--- src/rtl/irq_prio_pkg.sv ---
package irq_prio_pkg;
  localparam int PRIO_W   = 5;
  localparam int ELVL_W   = 4;
  localparam int LEVEL_W  = 5;
  localparam logic [LEVEL_W-1:0] NMI_LEVEL = 5'd16;

  typedef logic [PRIO_W-1:0] prio_t;
  typedef logic [ELVL_W-1:0] elvl_t;
endpackage

--- src/rtl/irq_prio_regs.sv ---
module irq_prio_regs
  import irq_prio_pkg::*;
#(
  parameter int N_ONCHIP = 8,
  localparam int IDX_W = $clog2(N_ONCHIP)
) (
  input  logic                       clk,
  input  logic                       rst,
  input  logic                       wr_en,
  input  logic [IDX_W-1:0]           wr_idx,
  input  prio_t                      wr_data,
  output prio_t [N_ONCHIP-1:0]       prio_q
);
  for (genvar g = 0; g < N_ONCHIP; g++) begin : g_entry
    always_ff @(posedge clk) begin
      if (rst) begin
        prio_q[g] <= '0;
      end else if (wr_en && (wr_idx == IDX_W'(g))) begin
        prio_q[g] <= wr_data;
      end
    end
  end
endmodule

--- src/rtl/irq_onchip_pick.sv ---
module irq_onchip_pick
  import irq_prio_pkg::*;
#(
  parameter int N_ONCHIP = 8,
  localparam int IDX_W = $clog2(N_ONCHIP)
) (
  input  logic [N_ONCHIP-1:0]  req,
  input  prio_t [N_ONCHIP-1:0] prio,
  output logic                 win_vld,
  output prio_t                win_prio,
  output logic [IDX_W-1:0]     win_idx
);
  always_comb begin
    win_vld  = 1'b0;
    win_prio = '0;
    win_idx  = '0;
    for (int i = 0; i < N_ONCHIP; i++) begin
      // rounded level of zero means masked; strict compare keeps lower index on ties
      if (req[i] && (prio[i][PRIO_W-1:1] != '0) && (!win_vld || (prio[i] > win_prio))) begin
        win_vld  = 1'b1;
        win_prio = prio[i];
        win_idx  = IDX_W'(i);
      end
    end
  end
endmodule

--- src/rtl/irq_ext_pick.sv ---
module irq_ext_pick
  import irq_prio_pkg::*;
#(
  parameter int N_EXT = 4,
  localparam int EIDX_W = (N_EXT > 1) ? $clog2(N_EXT) : 1
) (
  input  logic [N_EXT-1:0]        req,
  input  logic [N_EXT*ELVL_W-1:0] level,
  output logic                    win_vld,
  output elvl_t                   win_lvl,
  output logic [EIDX_W-1:0]       win_idx
);
  elvl_t lvl [N_EXT];

  for (genvar g = 0; g < N_EXT; g++) begin : g_split
    assign lvl[g] = level[g*ELVL_W +: ELVL_W];
  end

  always_comb begin
    win_vld = 1'b0;
    win_lvl = '0;
    win_idx = '0;
    for (int j = 0; j < N_EXT; j++) begin
      if (req[j] && (lvl[j] != '0) && (!win_vld || (lvl[j] > win_lvl))) begin
        win_vld = 1'b1;
        win_lvl = lvl[j];
        win_idx = EIDX_W'(j);
      end
    end
  end
endmodule

--- src/rtl/irq_prio_resolver.sv ---
module irq_prio_resolver
  import irq_prio_pkg::*;
#(
  parameter int N_ONCHIP       = 8,
  parameter int N_EXT          = 4,
  parameter int CODE_W         = 12,
  parameter int ONCHIP_CODE0   = 'h400,
  parameter int ONCHIP_STEP    = 'h20,
  parameter int EXT_CODE0      = 'h200,
  parameter int EXT_STEP       = 'h20,
  parameter int NMI_CODE       = 'h1C0,
  localparam int IDX_W  = $clog2(N_ONCHIP),
  localparam int EIDX_W = (N_EXT > 1) ? $clog2(N_EXT) : 1
) (
  input  logic                    clk,
  input  logic                    rst,
  input  logic                    prio_we,
  input  logic [IDX_W-1:0]        prio_idx,
  input  logic [4:0]              prio_wdata,
  input  logic [N_ONCHIP-1:0]     onchip_req,
  input  logic [N_EXT-1:0]        ext_req,
  input  logic [N_EXT*4-1:0]      ext_level,
  input  logic                    nmi_req,
  output logic                    res_valid,
  output logic [4:0]              res_level,
  output logic [CODE_W-1:0]       res_code
);
  prio_t [N_ONCHIP-1:0] prio_q;

  logic               on_vld;
  prio_t              on_prio;
  logic [IDX_W-1:0]   on_idx;
  logic               ex_vld;
  elvl_t              ex_lvl;
  logic [EIDX_W-1:0]  ex_idx;

  logic               nxt_valid;
  logic [LEVEL_W-1:0] nxt_level;
  logic [CODE_W-1:0]  nxt_code;
  logic               ext_beats_onchip;

  irq_prio_regs #(.N_ONCHIP(N_ONCHIP)) u_regs (
    .clk     (clk),
    .rst     (rst),
    .wr_en   (prio_we),
    .wr_idx  (prio_idx),
    .wr_data (prio_wdata),
    .prio_q  (prio_q)
  );

  irq_onchip_pick #(.N_ONCHIP(N_ONCHIP)) u_onchip (
    .req      (onchip_req),
    .prio     (prio_q),
    .win_vld  (on_vld),
    .win_prio (on_prio),
    .win_idx  (on_idx)
  );

  irq_ext_pick #(.N_EXT(N_EXT)) u_ext (
    .req     (ext_req),
    .level   (ext_level),
    .win_vld (ex_vld),
    .win_lvl (ex_lvl),
    .win_idx (ex_idx)
  );

  // external line wins at an equal rounded level
  assign ext_beats_onchip = ex_vld && (!on_vld || (ex_lvl >= on_prio[PRIO_W-1:1]));

  always_comb begin
    nxt_valid = 1'b0;
    nxt_level = '0;
    nxt_code  = '0;
    if (nmi_req) begin
      nxt_valid = 1'b1;
      nxt_level = NMI_LEVEL;
      nxt_code  = CODE_W'(NMI_CODE);
    end else if (ext_beats_onchip) begin
      nxt_valid = 1'b1;
      nxt_level = LEVEL_W'(ex_lvl);
      nxt_code  = CODE_W'(EXT_CODE0 + EXT_STEP * int'(ex_idx));
    end else if (on_vld) begin
      nxt_valid = 1'b1;
      nxt_level = LEVEL_W'(on_prio[PRIO_W-1:1]);
      nxt_code  = CODE_W'(ONCHIP_CODE0 + ONCHIP_STEP * int'(on_idx));
    end
  end

  always_ff @(posedge clk) begin
    if (rst) begin
      res_valid <= 1'b0;
      res_level <= '0;
      res_code  <= '0;
    end else begin
      res_valid <= nxt_valid;
      res_level <= nxt_level;
      res_code  <= nxt_code;
    end
  end
endmodule

--- config.mk ---
export PLATFORM = sky130hd
export DESIGN_NAME = irq_prio_resolver
export DESIGN_NICKNAME = d
export VERILOG_FILES = /design/src/rtl/irq_prio_pkg.sv /design/src/rtl/irq_prio_regs.sv /design/src/rtl/irq_onchip_pick.sv /design/src/rtl/irq_ext_pick.sv /design/src/rtl/irq_prio_resolver.sv
export SDC_FILE = /design/constraint.sdc
export NUM_CORES = 1
export LEC_CHECK = 0
export BUFFER_PORTS_ARGS = -buffer_cell sky130_fd_sc_hd__clkbuf_2
export CELL_PAD_IN_SITES_DETAIL_PLACEMENT = 1
export CELL_PAD_IN_SITES_GLOBAL_PLACEMENT = 1
export CORE_ASPECT_RATIO = 0.6
export CORE_MARGIN = 2
export CORE_UTILIZATION = 42
export DETAILED_ROUTE_END_ITERATION = 8
export GPL_TIMING_DRIVEN = 0
export PLACE_DENSITY = 0.8
export SLEW_MARGIN = 20
export SYNTH_ARGS = -nofsm -noshare
export SYNTH_HDL_FRONTEND = slang
export SYNTH_SLANG_ARGS = --single-unit
--- constraint.sdc ---
create_clock -name clk -period 21.7 [get_ports clk]
set_input_delay 2.17 -clock clk [delete_from_list [all_inputs] [get_ports clk]]
set_output_delay 2.17 -clock clk [all_outputs]
set_load 0.02 [all_outputs]
==> key figures <==
Outcome
  • Outcome: complete, no violations

Drt
  • Drt pass-1 iters: 5
  • Drt drc: 0
  • Initial DRC Count: 276
  • Via count: a little over 4,000
  • Post-route ant nets: 0
  • Final wirelength: about 14 mm
  • Vias per Instance: between 5 and 6
  • DR WL/cell: 19.96 um

Finish
  • Multi-input gate area: 3013 um^2
  • Sequential standard cell area: between 1000 and 1500 um^2
  • Synth-to-layout area growth: 12.50%
  • Post-layout nets: between 600 and 700
  • Antenna cells: 0
  • Post-route cell area: 4853 um^2
  • Finished Core Util: between 40% and 50%
  • Fill cells: between 1,000 and 1,500
  • Layout cells sized above 1: about 16%

Global routing
  • Initial antenna violation count: 0
  • First-pass GRT wire length: between 20 and 25 mm
  • Largest net degree at the start of global routing: 16
  • Total GRT Usage: 25.59%
  • Vias in the first global route: 4,098
  • Total grt overflow: 0

Setup path
  • Most common cell on crit path: ha_1
  • Crit path to: res_level[0]
  • Critical R2R Capture: res_level[0]
  • Worst Setup SP: onchip_req[0]
  • RR Startpoint: u_regs.prio_q[4]
  • Slowest CP cell: a31oi_1
  • Worst r2r path cells: 64
  • WP data required: between 20 and 25 ns
  • Reg2Reg Setup Slack: 7.45 ns
  • CP Launch Type: input port
  • Crit end category: register
  • CP peak stage delay: 0.52 ns
  • Crit-path max FO: 10
  • CP Data Arrival Time: 15.94 ns
  • WS Path Type: in2reg

Die
  • Ports: 58
  • # rows: 28
  • Initial Util: 43.51%
  • Die width: 134.8 um
  • Std-Cell Core Area: between 9000 and 10,000 um^2
  • Die ar.: about 11,000 um^2
  • Chip height: approximately 83 um

Clocking
  • CTS tree: yes
  • Clk Latency, worst-skew pair: about 0.30 ns
  • CTS Buf Count: 5
  • Worst-path clk slew: 0.08 ns
  • CTS resizes: 0
  • Cts hold-fix bufs: 0
  • Root buf cell: clkbuf_16
  • Clock Path Buffers: 2
  • Post-CTS Setup Inserts: 0
  • CTS sink count: 51
  • Htree depth: 2

STA
  • Clk_skew: just under 0.01 ns
  • Setup tns final: 0 ns
  • Final worst-path cycle share: between 70% and 80%
  • Normalized max-slew margin: 21.65%
  • Final hold violation count: 0
  • Achievable frequency: 63.45 MHz
  • Worst-margin pin slew: about 1.2 ns
  • RSZ-0062 raised after global routing: false
  • Min cycle time layout: 15.76 ns
  • Slew Limit Fails: 0
  • Final Setup Violations: 0
  • Final WS setup: just under 6 ns

Place
  • Pre-CTS setup slack: a little over 6 ns
  • Placement Cell Area: 4702 um^2
  • Placer congestion estimate: 0.9003
  • Post-DP HPWL: 11.33 mm
  • IO Port Bufs: 40

Synth
  • Synth area leader: dfxtp_1
  • Warnings, synthesis: 0
  • Yosys reg bits: just over 50
  • Asr flop ratio synth: 0%
  • Yosys cell types: 71
  • Mean cell area of the mapped netlist: 8.476 um^2
  • Post-synth EDFFs: 0
  • Synth top area share: 23.67%
  • Post-Synthesis Cells: 509
  • Ys flop type: dfxtp_1
  • Register area share after synthesis: 23.67%
  • Synth area leaders: dfxtp_1 24%, ha_1 15%, mux2i_1 12%, nor2_1 5.5%, a21oi_1 3.4%
  • Post-Syn Area: 4314 um^2

Job
  • Max-Cap Viols: 0

Power
  • Tot Pwr: 0.0002753 W
  • PD cells: 56.71 nW/um^2
  • Leak Pwr: 2.195 nW
  • Max IR drop VDD: 34.68 uV

Hold path
  • Type of the most critical hold path: reg2reg
==> through the flow <==
stage | cells | hold slack, ns
2_1_floorplan | 514 | 0.4515
3_3_place_gp | 689 | 0.4796
3_5_place_dp | 689 | 0.4938
4_1_cts | 697 | 0.5209
5_1_grt | 697 | 0.5395
6_report | 697 | 0.5190
==> state kept, by name, summed over array words and instances (netlist names) <==
name,cells
res_valid,1
u_regs.prio_q,40
res_level,5
res_code,5
==> where the power goes <==
part           internal [W]  leakage [nW]  total [W]  switching, W
clock network     0.0000463        0.0741  0.0000846     0.0000383
registers         0.0000972         0.414   0.000100    0.00000309
logic             0.0000361          1.71  0.0000903     0.0000542
total              0.000180          2.20   0.000275     0.0000955
==> cell usage after synthesis, types with 3 or more instances <==
master,instances
o31a_1,3
nand2_1,22
o2111ai_1,6
o221ai_1,4
nor3_1,4
o21ai_1,7
mux2i_1,53
o31ai_1,3
dfxtp_1,51
clkbuf_1,14
ha_1,51
nand4b_1,3
nor2_1,63
o21ai_2,4
o41ai_1,7
o22ai_1,3
o21ai_0,14
nand2b_1,4
or3_1,5
nand3b_1,4
nand3_1,9
buf_4,9
inv_1,33
and3_1,6
a31oi_1,4
o21a_1,9
nor2b_1,12
o41a_1,6
a21oi_2,3
a21oi_1,29
a21o_1,3
buf_6,3
nand4_1,4
mux2_2,3
nor3b_1,3
==> placed cells by master (no fill, tap or decap), types with 12 or more instances in the layout <==
cell type,instances
a21oi_1,29
clkbuf_1,15
clkbuf_2,40
dfxtp_1,51
ha_1,51
inv_1,33
mux2i_1,53
nand2_1,22
nor2_1,63
nor2b_1,12
o21ai_0,14
==> cell type report <==
type | instances | share of cell area (%)
multi-input combinational | 399 | 62.08
sequential | 51 | 21.04
timing repair buffer | 40 | 4.125
tap | 135 | 3.480
buffer | 29 | 3.455
clock buffer | 7 | 2.939
inverter | 35 | 2.707
clock inverter | 1 | 0.1805
==> cell families (layout without fill, tap and decap cells) <==
group	Yosys count	count (layout)	share of synthesized area, %
DFF	51	51	23.67
other	1	6	0.08692
AOI/OAI and AO/OA	135	135	23.96
adders and majority gates	51	51	14.79
muxes	56	56	13.08
and+or+nand+nor	151	151	17.49
buffers and inverters	64	112	6.931
==> critical path, delay by kind of cell <==
family | cells | cell delay [ns]
muxes | 2 | 0.67
and+or+nand+nor | 17 | 2.67
adders and majority gates | 8 | 2.44
AOI/OAI and AO/OA | 30 | 6.59
buffers and inverters | 8 | 1.41
==> worst min-delay path by stage <==
stage                                 start                 to  slack (ns)  depth (start not counted)
after global placement     u_regs.prio_q[0]   u_regs.prio_q[0]        0.48                          2
after detailed placement   u_regs.prio_q[0]   u_regs.prio_q[0]        0.49                          2
after floorplan            u_regs.prio_q[0]   u_regs.prio_q[0]        0.45                          2
final                     u_regs.prio_q[35]  u_regs.prio_q[35]        0.52                          2
after CTS                 u_regs.prio_q[35]  u_regs.prio_q[35]        0.52                          2
after global routing       u_regs.prio_q[0]   u_regs.prio_q[0]        0.54                          2
==> per-layer routing <==
metal	track usage [%]	part of all wire, %	wire length, um
met1	37.45	51	7079
met2	39.04	42	5830
met3	5.861	6.9	956
met4	3.684	0.34	47
met5	0	0	0
No activity file was read; power rests on OpenSTA's default activity.
